--- config.mk ---
export PLATFORM = sky130hd
export DESIGN_NAME = cond_flag_unit
export DESIGN_NICKNAME = d
export VERILOG_FILES = /design/src/rtl/cfu_pkg.sv /design/src/rtl/cfu_flag_derive.sv /design/src/rtl/cfu_xer_reg.sv /design/src/rtl/cfu_cr_reg.sv /design/src/rtl/cond_flag_unit.sv
export SDC_FILE = /design/constraint.sdc
export NUM_CORES = 1
export LEC_CHECK = 0
export ABC_AREA = 0
export BUFFER_PORTS_ARGS = -buffer_cell sky130_fd_sc_hd__buf_4
export CORE_ASPECT_RATIO = 0.8
export CORE_MARGIN = 2
export CORE_UTILIZATION = 35
export DETAILED_ROUTE_END_ITERATION = 8
export PLACE_DENSITY = 0.7
export SYNTH_ARGS = -nofsm -noshare
export SYNTH_HDL_FRONTEND = slang
export SYNTH_SLANG_ARGS = --single-unit
--- constraint.sdc ---
create_clock -name clk -period 2.65 [get_ports clk]
set_input_delay 0.53 -clock clk [delete_from_list [all_inputs] [get_ports clk]]
set_output_delay 0.53 -clock clk [all_outputs]
set_load 0.005 [all_outputs]
--- src/rtl/cfu_pkg.sv ---
package cfu_pkg;
    localparam int unsigned NIB_W = 4;

    typedef struct packed {
        logic lt;
        logic gt;
        logic eq;
        logic so;
    } crnib_t;

    typedef struct packed {
        logic ov;
        logic so;
        logic ca;
    } xflags_t;
endpackage

--- src/rtl/cfu_flag_derive.sv ---
module cfu_flag_derive
    import cfu_pkg::*;
#(
    parameter int unsigned DATA_W = 32
) (
    input  logic [DATA_W-1:0] result,
    input  logic              ovf,
    input  logic              oe,
    input  logic              so_now,
    output crnib_t            nib
);
    logic is_zero;

    always_comb begin
        is_zero = (result == '0);
        nib.lt  = result[DATA_W-1];
        nib.gt  = !result[DATA_W-1] && !is_zero;
        nib.eq  = is_zero;
        nib.so  = so_now | (oe & ovf);
    end
endmodule

--- src/rtl/cfu_xer_reg.sv ---
module cfu_xer_reg
    import cfu_pkg::*;
(
    input  logic    clk,
    input  logic    rst_n,
    input  logic    upd_en,
    input  logic    oe,
    input  logic    ovf,
    input  logic    ca_we,
    input  logic    carry,
    input  logic    sw_we,
    input  xflags_t sw_data,
    output xflags_t q
);
    always_ff @(posedge clk or negedge rst_n) begin
        if (!rst_n) begin
            q <= '0;
        end else if (sw_we) begin
            q <= sw_data;
        end else if (upd_en) begin
            if (oe) begin
                q.ov <= ovf;
                q.so <= q.so | ovf;
            end
            if (ca_we) begin
                q.ca <= carry;
            end
        end
    end

    AST_SO_STICKY: assert property (@(posedge clk) disable iff (!rst_n)
        (q.so && !sw_we) |=> q.so);
    AST_OV_HOLD: assert property (@(posedge clk) disable iff (!rst_n)
        (!(upd_en && oe) && !sw_we) |=> $stable(q.ov));
    AST_CA_HOLD: assert property (@(posedge clk) disable iff (!rst_n)
        (!(upd_en && ca_we) && !sw_we) |=> $stable(q.ca));
    AST_XER_WRITE_WINS: assert property (@(posedge clk) disable iff (!rst_n)
        sw_we |=> (q == $past(sw_data)));
endmodule

--- src/rtl/cfu_cr_reg.sv ---
module cfu_cr_reg
    import cfu_pkg::*;
#(
    parameter int unsigned NUM_FIELDS = 8,
    localparam int unsigned CR_W   = NUM_FIELDS * NIB_W,
    localparam int unsigned FSEL_W = $clog2(NUM_FIELDS),
    localparam int unsigned BSEL_W = $clog2(CR_W)
) (
    input  logic              clk,
    input  logic              rst_n,
    input  logic              rec_en,
    input  crnib_t            rec_nib,
    input  logic              fld_we,
    input  logic [FSEL_W-1:0] fld_sel,
    input  logic [NIB_W-1:0]  fld_data,
    input  logic              bit_we,
    input  logic [BSEL_W-1:0] bit_sel,
    input  logic              bit_data,
    output logic [CR_W-1:0]   cr_q
);
    for (genvar f = 0; f < NUM_FIELDS; f++) begin : g_field
        localparam int unsigned TOP = CR_W - 1 - NIB_W * f;
        logic [NIB_W-1:0] q;
        logic [NIB_W-1:0] d;

        always_comb begin
            d = q;
            if ((f == 0) && rec_en) begin
                d = rec_nib;
            end
            if (fld_we && (fld_sel == FSEL_W'(f))) begin
                d = fld_data;
            end
            for (int b = 0; b < NIB_W; b++) begin
                if (bit_we && (bit_sel == BSEL_W'(NIB_W * f + b))) begin
                    d[NIB_W-1-b] = bit_data;
                end
            end
        end

        always_ff @(posedge clk or negedge rst_n) begin
            if (!rst_n) begin
                q <= '0;
            end else begin
                q <= d;
            end
        end

        assign cr_q[TOP -: NIB_W] = q;
    end

    AST_CR_HOLD: assert property (@(posedge clk) disable iff (!rst_n)
        (!rec_en && !fld_we && !bit_we) |=> $stable(cr_q));
    AST_CR0_CLASS: assert property (@(posedge clk) disable iff (!rst_n)
        (rec_en && !fld_we && !bit_we) |=> ($countones(cr_q[CR_W-1 -: 3]) == 1));
    AST_BIT_WIN: assert property (@(posedge clk) disable iff (!rst_n)
        bit_we |=> (cr_q[CR_W-1-int'($past(bit_sel))] == $past(bit_data)));
endmodule

--- src/rtl/cond_flag_unit.sv ---
module cond_flag_unit
    import cfu_pkg::*;
#(
    parameter int unsigned DATA_W     = 32,
    parameter int unsigned NUM_FIELDS = 8,
    localparam int unsigned CR_W   = NUM_FIELDS * NIB_W,
    localparam int unsigned FSEL_W = $clog2(NUM_FIELDS),
    localparam int unsigned BSEL_W = $clog2(CR_W)
) (
    input  logic              clk,
    input  logic              rst_n,
    input  logic              op_valid,
    input  logic              op_rc,
    input  logic              op_oe,
    input  logic              op_ca_we,
    input  logic [DATA_W-1:0] op_result,
    input  logic              op_carry,
    input  logic              op_ovf,
    input  logic              crf_we,
    input  logic [FSEL_W-1:0] crf_sel,
    input  logic [NIB_W-1:0]  crf_data,
    input  logic              crb_we,
    input  logic [BSEL_W-1:0] crb_sel,
    input  logic              crb_data,
    input  logic              xer_we,
    input  logic [2:0]        xer_wdata,
    output logic [CR_W-1:0]   cr_out,
    output logic              xer_ov,
    output logic              xer_so,
    output logic              xer_ca
);
    xflags_t xq;
    xflags_t xw;
    crnib_t  rec_nib;

    assign xw = xer_wdata;

    cfu_flag_derive #(.DATA_W(DATA_W)) u_derive (
        .result (op_result),
        .ovf    (op_ovf),
        .oe     (op_oe),
        .so_now (xq.so),
        .nib    (rec_nib)
    );

    cfu_xer_reg u_xer (
        .clk     (clk),
        .rst_n   (rst_n),
        .upd_en  (op_valid),
        .oe      (op_oe),
        .ovf     (op_ovf),
        .ca_we   (op_ca_we),
        .carry   (op_carry),
        .sw_we   (xer_we),
        .sw_data (xw),
        .q       (xq)
    );

    cfu_cr_reg #(.NUM_FIELDS(NUM_FIELDS)) u_cr (
        .clk      (clk),
        .rst_n    (rst_n),
        .rec_en   (op_valid && op_rc),
        .rec_nib  (rec_nib),
        .fld_we   (crf_we),
        .fld_sel  (crf_sel),
        .fld_data (crf_data),
        .bit_we   (crb_we),
        .bit_sel  (crb_sel),
        .bit_data (crb_data),
        .cr_q     (cr_out)
    );

    assign xer_ov = xq.ov;
    assign xer_so = xq.so;
    assign xer_ca = xq.ca;

    AST_SO_FROM_OV: assert property (@(posedge clk) disable iff (!rst_n)
        (op_valid && op_oe && op_ovf && !xer_we) |=> (xer_so && xer_ov));
    AST_CR0_SO_COPY: assert property (@(posedge clk) disable iff (!rst_n)
        (op_valid && op_rc && xer_so && !crf_we && !crb_we) |=> cr_out[CR_W-NIB_W]);
endmodule

Word-level counts from Yosys, hierarchy flattened
Index checks and enable logic that the tools add are counted.
Storage, ports and cells
  output and inout port bits: 35
  bits of input ports: 59
  flip-flop bits (word level): 35
Cells by class
  equal/unequal tests: 38
  multiplexer cells: 45
  reductions and logical operators: 84
  bitwise gates (word level): 3
Operators with widths (count)
  == test 5 bit, second input constant: 16
  nonzero test 2 bit: 31
  logical AND 1 bit: 42
  == test 5 x 4 -> 1 bit, second input constant: 8
  2-to-1 mux 4 bit: 9
  2-to-1 mux 1 bit: 33
  logical NOT 32 bit: 1
  == test 5 x 3 -> 1 bit, second input constant: 4
  == test 3 bit, second input constant: 4
  nonzero test 3 bit: 4
  == test 5 x 2 -> 1 bit, second input constant: 2
  == test 3 x 2 -> 1 bit, second input constant: 2
  2-to-1 mux 3 bit: 2
  == test 5 x 1 -> 1 bit, second input constant: 1
  logical NOT 5 bit: 1
  AND reduction 2 bit: 2
  == test 3 x 1 -> 1 bit, second input constant: 1
  logical NOT 3 bit: 1
  logical NOT 1 bit: 2
  2-to-1 mux 2 bit: 1
  OR 1 bit: 2
  bitwise AND 1 bit: 1

Longest topological paths before layout
Gate-level depths: netlist of run 1.
  depth in word-level cells: 6
  gate-level depth with buffers: 5

By module
A second synthesis of run 1 with hierarchy kept.
Unflattened totals
  cells, all modules: 209
  area total of the unflattened synthesis: 2115.8 um^2
By module, submodules not included
  cfu_cr_reg: instances 1, cells an instance 179, area each 1856.8 um^2
  cfu_xer_reg: instances 1, cells an instance 14, area each 147.6 um^2
  cfu_flag_derive: instances 1, cells an instance 15, area each 105.1 um^2
  cond_flag_unit: instances 1, cells an instance 1, area each 6.3 um^2

Worst setup path before layout of run 1
OpenSTA, ideal clock, no wires.
  path type: input port to flip-flop
  from: input port crb_sel[4]
  to: register u_cr.g_field[0].q[1]
  setup time: 0.119 ns
  data required time: 2.531 ns
  buffers on the path: 1
  arrival: 1.682 ns
  slack: 0.849 ns
  stages: 5
  cells stage by stage: or4b_1 buf_2 o2111a_1 a21oi_1 a21bo_1
Between the ends
  cells in the longest elaborated chain, start to end: 3
  elaborated cells on any way between the ends: 4
  classes of those cells: eq/ne: 1; mux: 1; reduce/logical: 2
Ends and longest elaborated chain
  from (decl): RTL line cond_flag_unit.sv:23  | input logic [BSEL_W-1:0] crb_sel,
  == test 5 x 2 -> 1 bit *: RTL line cfu_cr_reg.sv:35  | if (bit_we && (bit_sel == BSEL_W'(NIB_W * f + b))) begin
  logical AND 1 bit *: RTL line cfu_cr_reg.sv:35
  nonzero test 3 bit (no source line) or 2-to-1 mux 1 bit (tied branches)
  to (signal assigned): RTL line cfu_cr_reg.sv:43  | q <= '0;
  to (signal assigned): RTL line cfu_cr_reg.sv:45  | q <= d;
  to (decl): RTL line cfu_cr_reg.sv:23  | logic [NIB_W-1:0] q;
Mark *: on every way between the ends. The rest lies on a longest branch, timed or not.
A chain may end at the register's enable or synchronous reset.

Final worst setup path of run 1
  from: input port crf_sel[2]
  to: register u_cr.g_field[0].q[2]
Between the ends
  cells in the longest elaborated chain, start to end: 4
  elaborated cells on any way between the ends: 5
  classes of those cells: mux: 2; reduce/logical: 3
Ends and longest elaborated chain
  from (decl): RTL line cond_flag_unit.sv:20  | input logic [FSEL_W-1:0] crf_sel,
  logical NOT 3 bit *: RTL line cfu_cr_reg.sv:31  | if (fld_we && (fld_sel == FSEL_W'(f))) begin
  logical AND 1 bit *: RTL line cfu_cr_reg.sv:31
  2-to-1 mux 4 bit: RTL line cfu_cr_reg.sv:31
  2-to-1 mux 1 bit: RTL line cfu_cr_reg.sv:35
Marks and branches as above.

==> summary.txt, run 1 <==
post-cts gate resize count = 0
Switching Power = 485 uW
Setup crit end = u_cr.g_field[0].q[2]
post-CTS setup buffers = 0
slew at the pin closest to its max-slew limit = 0.674 ns
clock network power share = 24.2%
Multi-input gate area = 996 um2
crit path launch type = input port
Synth Warn # = 0
initial antenna violation count = 0
n_diodes = 0
# setup viols final = 0
Mapped Avg Cell Area = 8.46 um2
FF-to-FF Start = u_xer.q[1]
worst min-delay path class = input port to asynchronous set/reset pin
first-pass GRT wire length = 10.2 mm
Leak = 1.18 nW
WS Path Type = input port to flip-flop
Root Driver = clkbuf_8
Final Hold Fails = 0
H-Tree Depth = 2
RSZ-0062 raised after global routing = no
Die Span Y = 70.5 um
Die Span X = 87.2 um
TritonCTS clock tree = yes
drt drc = 0
Tot Pwr = 1.60 mW
pin count of the biggest net entering global routing = 36
vias in the first global route = 2101
Switching Share = 30.3%
fmax = 586 MHz
Iter 0 DRT Violations = 162
Worst R2R Path Depth = 4
Post-Place Worst Slack = 0.634 ns
per-cell routed wire length = 16.5 um
Cell Rows = 24
Fillers = 527
Synth area leader = dfrtp_1
Cell Pwr Density = 582 nW/um2
final setup TNS = 0 ns
Final Max Tran Viols = 0
sequential share of power = 44.6%
CTS Buf Count = 5
reg-to-reg endpoint = u_cr.g_field[0].q[0]
Post-Syn Instances = 229
Synthesized Nets = 288
fin crit period = 1.71 ns
final setup skew = 0.000416 ns
Main synth FF type = dfrtp_1
clock sink count = 35
gr usage total = 20.9%
Core Region = 5410 um2
Gate power share = 31.2%
dpl hpwl = 4.76 mm
initial core utilization = 35.8%
synthesized area = 1940 um2
total number of vias = 2223
die area = 6150 um2
total grt overflow = 0
First-pass DRT Iterations = 5
Synth async-reset ratio = 100%
RD Place Congestion = 0.916
EDFF count, synth = 0
Worst Slack Setup Final = 0.944 ns
layout cells sized above 1 = 32.7%
final core occ = 50.9%
Max Cap Viol = 0
Post-CTS Hold Fix Bufs = 0
post-route clock period utilization = 64.4%
Critical Path Sink Type = flip-flop
final wirelength = 6.27 mm
# IOs = 94
area delta synth->final = 42.1%
FF+latch count, synth = 35
status = finished clean
Crit path arrival time = 1.87 ns
sequential share of the synthesized area = 45.2%
Synth cell types = 34
clock-pin slew on the worst setup and hold paths = 0.07 ns
required time worst endpoint = 2.82 ns
critical-path maximum fanout = 15
Area contributors post-synth = dfrtp_1, o22ai_1, nor2_1
vias per cell = 5.85
PortBufs = 93
Nets = 373
top-area cell type share of the netlist area = 45.2%
ANT nets after route = 0
CP startpoint = crf_sel[2]
Worst slew margin = 54.4%
FF+latch area = 876 um2
flop2flop setup slack = 1.61 ns
CTS Buffer Depth = 2
maximum vdd drop = 0.250 mV
clk_lat worst skew = 0.29 ns
Int Power = 1.12 mW
[metrics by stage]
step / hold slack [ns] / std cells / instance area, um2
after global routing: 0.227 / 380 / 2750
after detailed placement: 0.512 / 372 / 2660
after CTS: 0.205 / 380 / 2750
final: 0.179 / 380 / 2750
after global placement: 0.508 / 372 / 2660
after floorplan: 0.234 / 229 / 1940
[power groups by stage]
stage	logic, mW	clock network (mW)	registers, mW
global placement	0.490	0	0.725
detailed placement	0.499	0	0.725
finish	0.500	0.388	0.715
CTS	0.502	0.388	0.716
floorplan	0.189	0	0.722
global route	0.551	0.415	0.727
[area by class of cell]
cell class	count	share of cell area (%)
repair buffers	94	25.6
well taps	65	2.96
multi-input cells	177	36.2
clock buffers	5	2.50
inverters	1	0.136
clock inverters	3	0.728
flip-flops and latches	35	31.8
[cell families after synthesis]
| kind of cell | synth area share, % |
|---|---|
| simple gates | 24.6 |
| flops | 45.2 |
| mux | 1.03 |
| compound gates | 25.8 |
| buf+inv | 3.36 |
[sequential cells by signal, summed over array words and instances, names as in the netlist]
| signal | cells |
|---|---|
| u_xer.q | 3 |
| u_cr.g_field.q | 32 |
[Yosys cell counts (all sizes together), types with 2 or more instances]
library cell	number
or4b	2
mux2i	2
dfrtp	35
nand2	17
nand3b	2
nor4	8
nand3	7
buf	5
a21oi	9
o21ai	5
nand2b	3
o22ai	59
nand4	4
nand4b	2
nor2	35
nor3b	4
nor2b	3
nor3	2
clkbuf	11
[worst min path at each step]
stage | startpoint | end | slack [ns] | cells after the start
after detailed placement | rst_n | u_cr.g_field[6].q[2] | 0.51 | 1
after floorplan | rst_n | u_cr.g_field[0].q[0] | 0.23 | 0
after global placement | rst_n | u_cr.g_field[6].q[2] | 0.51 | 1
final | rst_n | u_cr.g_field[6].q[0] | 0.18 | 1
after global routing | rst_n | u_cr.g_field[0].q[2] | 0.23 | 1
after CTS | rst_n | u_cr.g_field[6].q[2] | 0.21 | 1
[critical path, cell delays in order]
cell	delay, ns
buf_4	0.15
nor4b_1	0.63
a21oi_1	0.17
a211oi_1	0.28
a21oi_1	0.11
[cells in the final DEF (no fill, tap or decap), types with 3 or more instances in the layout]
master     n
nand2_1   17
nor2_1    35
clkbuf_8   5
nor2b_1    3
nand3_1    7
nand4_1    4
o21ai_0    5
a21oi_1    9
buf_4     94
nand2b_1   3
nor4_1     8
dfrtp_1   35
nor3b_1    4
o22ai_1   59
[metal layers]
| metal | up-vias | share of wire [%] | track usage [%] |
|---|---|---|---|
| met4 | 0 | 0.59 | 2.74 |
| li1 | 1054 | - | - |
| met3 | 6 | 7.5 | 5.37 |
| met2 | 102 | 46 | 32.7 |
| met1 | 1061 | 46 | 30.3 |
| met5 | - | 0 | 0 |
No activity file was read; power rests on OpenSTA's default activity.
==> run 2, diff against run 1 <==
Settings changed: ABC_AREA 0 to 1, PLACE_DENSITY 0.7 to 0.71.
Clock period 2.65 ns to 1.44 ns, I/O delays scaled along.
==> summary.txt, run 2 <==
Synth Warn # = 0
cell family with most CP delay = flip-flops
Core Region = 6340 um2
pin count of the biggest net entering global routing = 36
most common library cell in the layout ignoring fill and taps = buf_4
Critical path buffers and inverters = 1
gr usage total = 20.7%
Die Span X = 94.1 um
Fillers = 626
vias per cell = 5.04
Synth async-reset ratio = 100%
initial core utilization = 35.8%
vias in the first global route = 2522
Critical Path Sink Type = output pin
Root Driver = clkbuf_8
Mapped Avg Cell Area = 7.00 um2
sequential share of power = 41.5%
worst min-delay path class = input port to flip-flop
FF+latch count, synth = 35
Iter 0 DRT Violations = 254
Gate power share = 29.9%
Die Span Y = 76.1 um
CTS Buf Count = 5
clock-pin slew on the worst setup and hold paths = 0.08 ns
met1 Use GR = 29.0%
drt drc = 0
H-Tree Depth = 2
First-pass DRT Iterations = 5
GR Util met3 = 4.55%
Post-Syn Instances = 325
initial antenna violation count = 0
required time worst endpoint = 1.15 ns
count leader, synth = nand2_1
Worst path max stage delay = 0.42 ns
Cell Pwr Density = 991 nW/um2
Synth top cells by count = nand2_1, nor2_1, dfrtp_1, o21ai_0, nand3_1
status = finished clean
n_diodes = 0
Final Max Tran Viols = 0
Final Hold Fails = 0
per-cell routed wire length = 14.0 um
placed instance count = 498
RD Place Congestion = 0.903
layout cells sized above 1 = 31.9%
Largest regs = u_cr.g_field.q x32, u_xer.q x3
Cell Rows = 26
final core occ = 50.5%
Crit path arrival time = 0.87 ns
critical-path maximum fanout = 2
clock network power share = 28.7%
Final Instance Area = 3200 um2
top-area cell type share of the netlist area = 38.5%
WS Path Type = flip-flop to output pin
die area = 7160 um2
# setup viols final = 0
Main synth FF type = dfrtp_1
TritonCTS clock tree = yes
final setup skew = 0.000174 ns
Switching Power = 958 uW
Max Cap Viol = 0
commonest cells after routing, fill and taps aside = buf_4, nand2_1, nor2_1
# IOs = 94
total grt overflow = 0
post-route clock period utilization = 80.6%
PortBufs = 93
hold slack = 0.216 ns
Switching Share = 30.1%
crit path launch type = flip-flop
Synth cell types = 27
synthesized area = 2270 um2
slew at the pin closest to its max-slew limit = 0.456 ns
placed cell area = 3080 um2
first-pass GRT wire length = 11.9 mm
max FFs per register = 32
final setup TNS = 0 ns
area delta synth->final = 40.9%
Synth area leader = dfrtp_1
fin crit period = 1.16 ns
met2 global-route usage = 32.5%
Leak = 1.43 nW
clk_lat worst skew = 0.29 ns
Synthesized Nets = 384
total number of vias = 2554
EDFF count, synth = 0
worst path cell trace = buf_4
grt peak-use layer = met2
fmax = 862 MHz
CTS Buffer Depth = 2
Area contributors post-synth = dfrtp_1, nand2_1, o21ai_0
Int Power = 2.22 mW
clock sink count = 35
dpl hpwl = 5.36 mm
Nets = 481
sequential share of the synthesized area = 38.5%
Worst slew margin = 69.6%
ANT nets after route = 0
RSZ-0062 raised after global routing = no
maximum vdd drop = 0.582 mV
non-filler cells, final = 507
Top reg by flops = u_cr.g_field.q
slowest CP cell = dfrtp_1
final wirelength = 7.08 mm
-- run 2: cell types whose count changed after synthesis, sizes merged, moves of 14 or more --
cell   previous run  this run
a21oi             9        23
nor2             35        56
nand3             7        31
nand2            17        74
o21ai             5        45
inv               1        28
o22ai            59         5
-- run 2: what timing repair did --
item                       CTS  global route
hold endpoints to repair    35             0
gates resized for setup      0             0
buffers inserted             0             0
setup endpoints to repair    0             0
hold buffers                 1             0
-- run 2: through the flow --
stage	setup WS, ns	power, mW
after floorplan	0.302	1.69
after global placement	0.115	2.27
after detailed placement	0.108	2.29
after CTS	0.281	3.21
after global routing	0.257	3.40
final	0.280	3.18
-- run 2: final timing paths --
kind	end	depth (start not counted)	startpoint	slack, ns
setup / recovery	cr_out[10]	1	u_cr.g_field[5].q[2]	0.28
hold / removal	u_xer.q[1]	3	xer_wdata[1]	0.22
setup reg to reg	u_cr.g_field[0].q[0]	4	u_xer.q[1]	0.54
hold reg to reg	u_cr.g_field[0].q[2]	2	u_cr.g_field[0].q[2]	0.50
max in group asynchronous	u_cr.g_field[7].q[2]	2	rst_n	0.63
min in group asynchronous	u_xer.q[0]	2	rst_n	0.49
-- run 2: cell type report --
cell class              count  area, um2  area share, %
multi-input cells         251       1230           38.5
flip-flops and latches     35        876           27.3
repair buffers            101        773           24.1
inverters                  28        105           3.28
well taps                  84        105           3.28
clock buffers               5       68.8           2.15
clock inverters             3       43.8           1.37
-- run 2: worst reg2reg max path: stages, from the launching register on --
cell and delay (ns):
dfrtp_1 0.41, a21oi_1 0.13, nand2_1 0.07, o2111ai_1 0.07
nand3_1 0.10
-- run 2: routing by layer --
layer  wire length [um]  vias up  part of all wire, %
met5                  0        -                    0
met3                437       13                  6.2
met2               3250       97                   46
met4                 99        0                  1.4
met1               3290     1158                   47
li1                   -     1286                    -
-- run 2: power by group through the flow --
stage                     sequential, mW  clock [mW]  combinational (mW)
after floorplan                     1.33           0               0.358
after global placement              1.34           0               0.937
after detailed placement            1.33           0               0.955
after CTS                           1.32       0.929               0.959
after global routing                1.35       0.981                1.07
final                               1.32       0.911               0.949
-- run 2: cells by family after synthesis --
family	share of synthesized area, %
simple gates	33.1
flops	38.5
buf+inv	7.27
compound gates	21.1
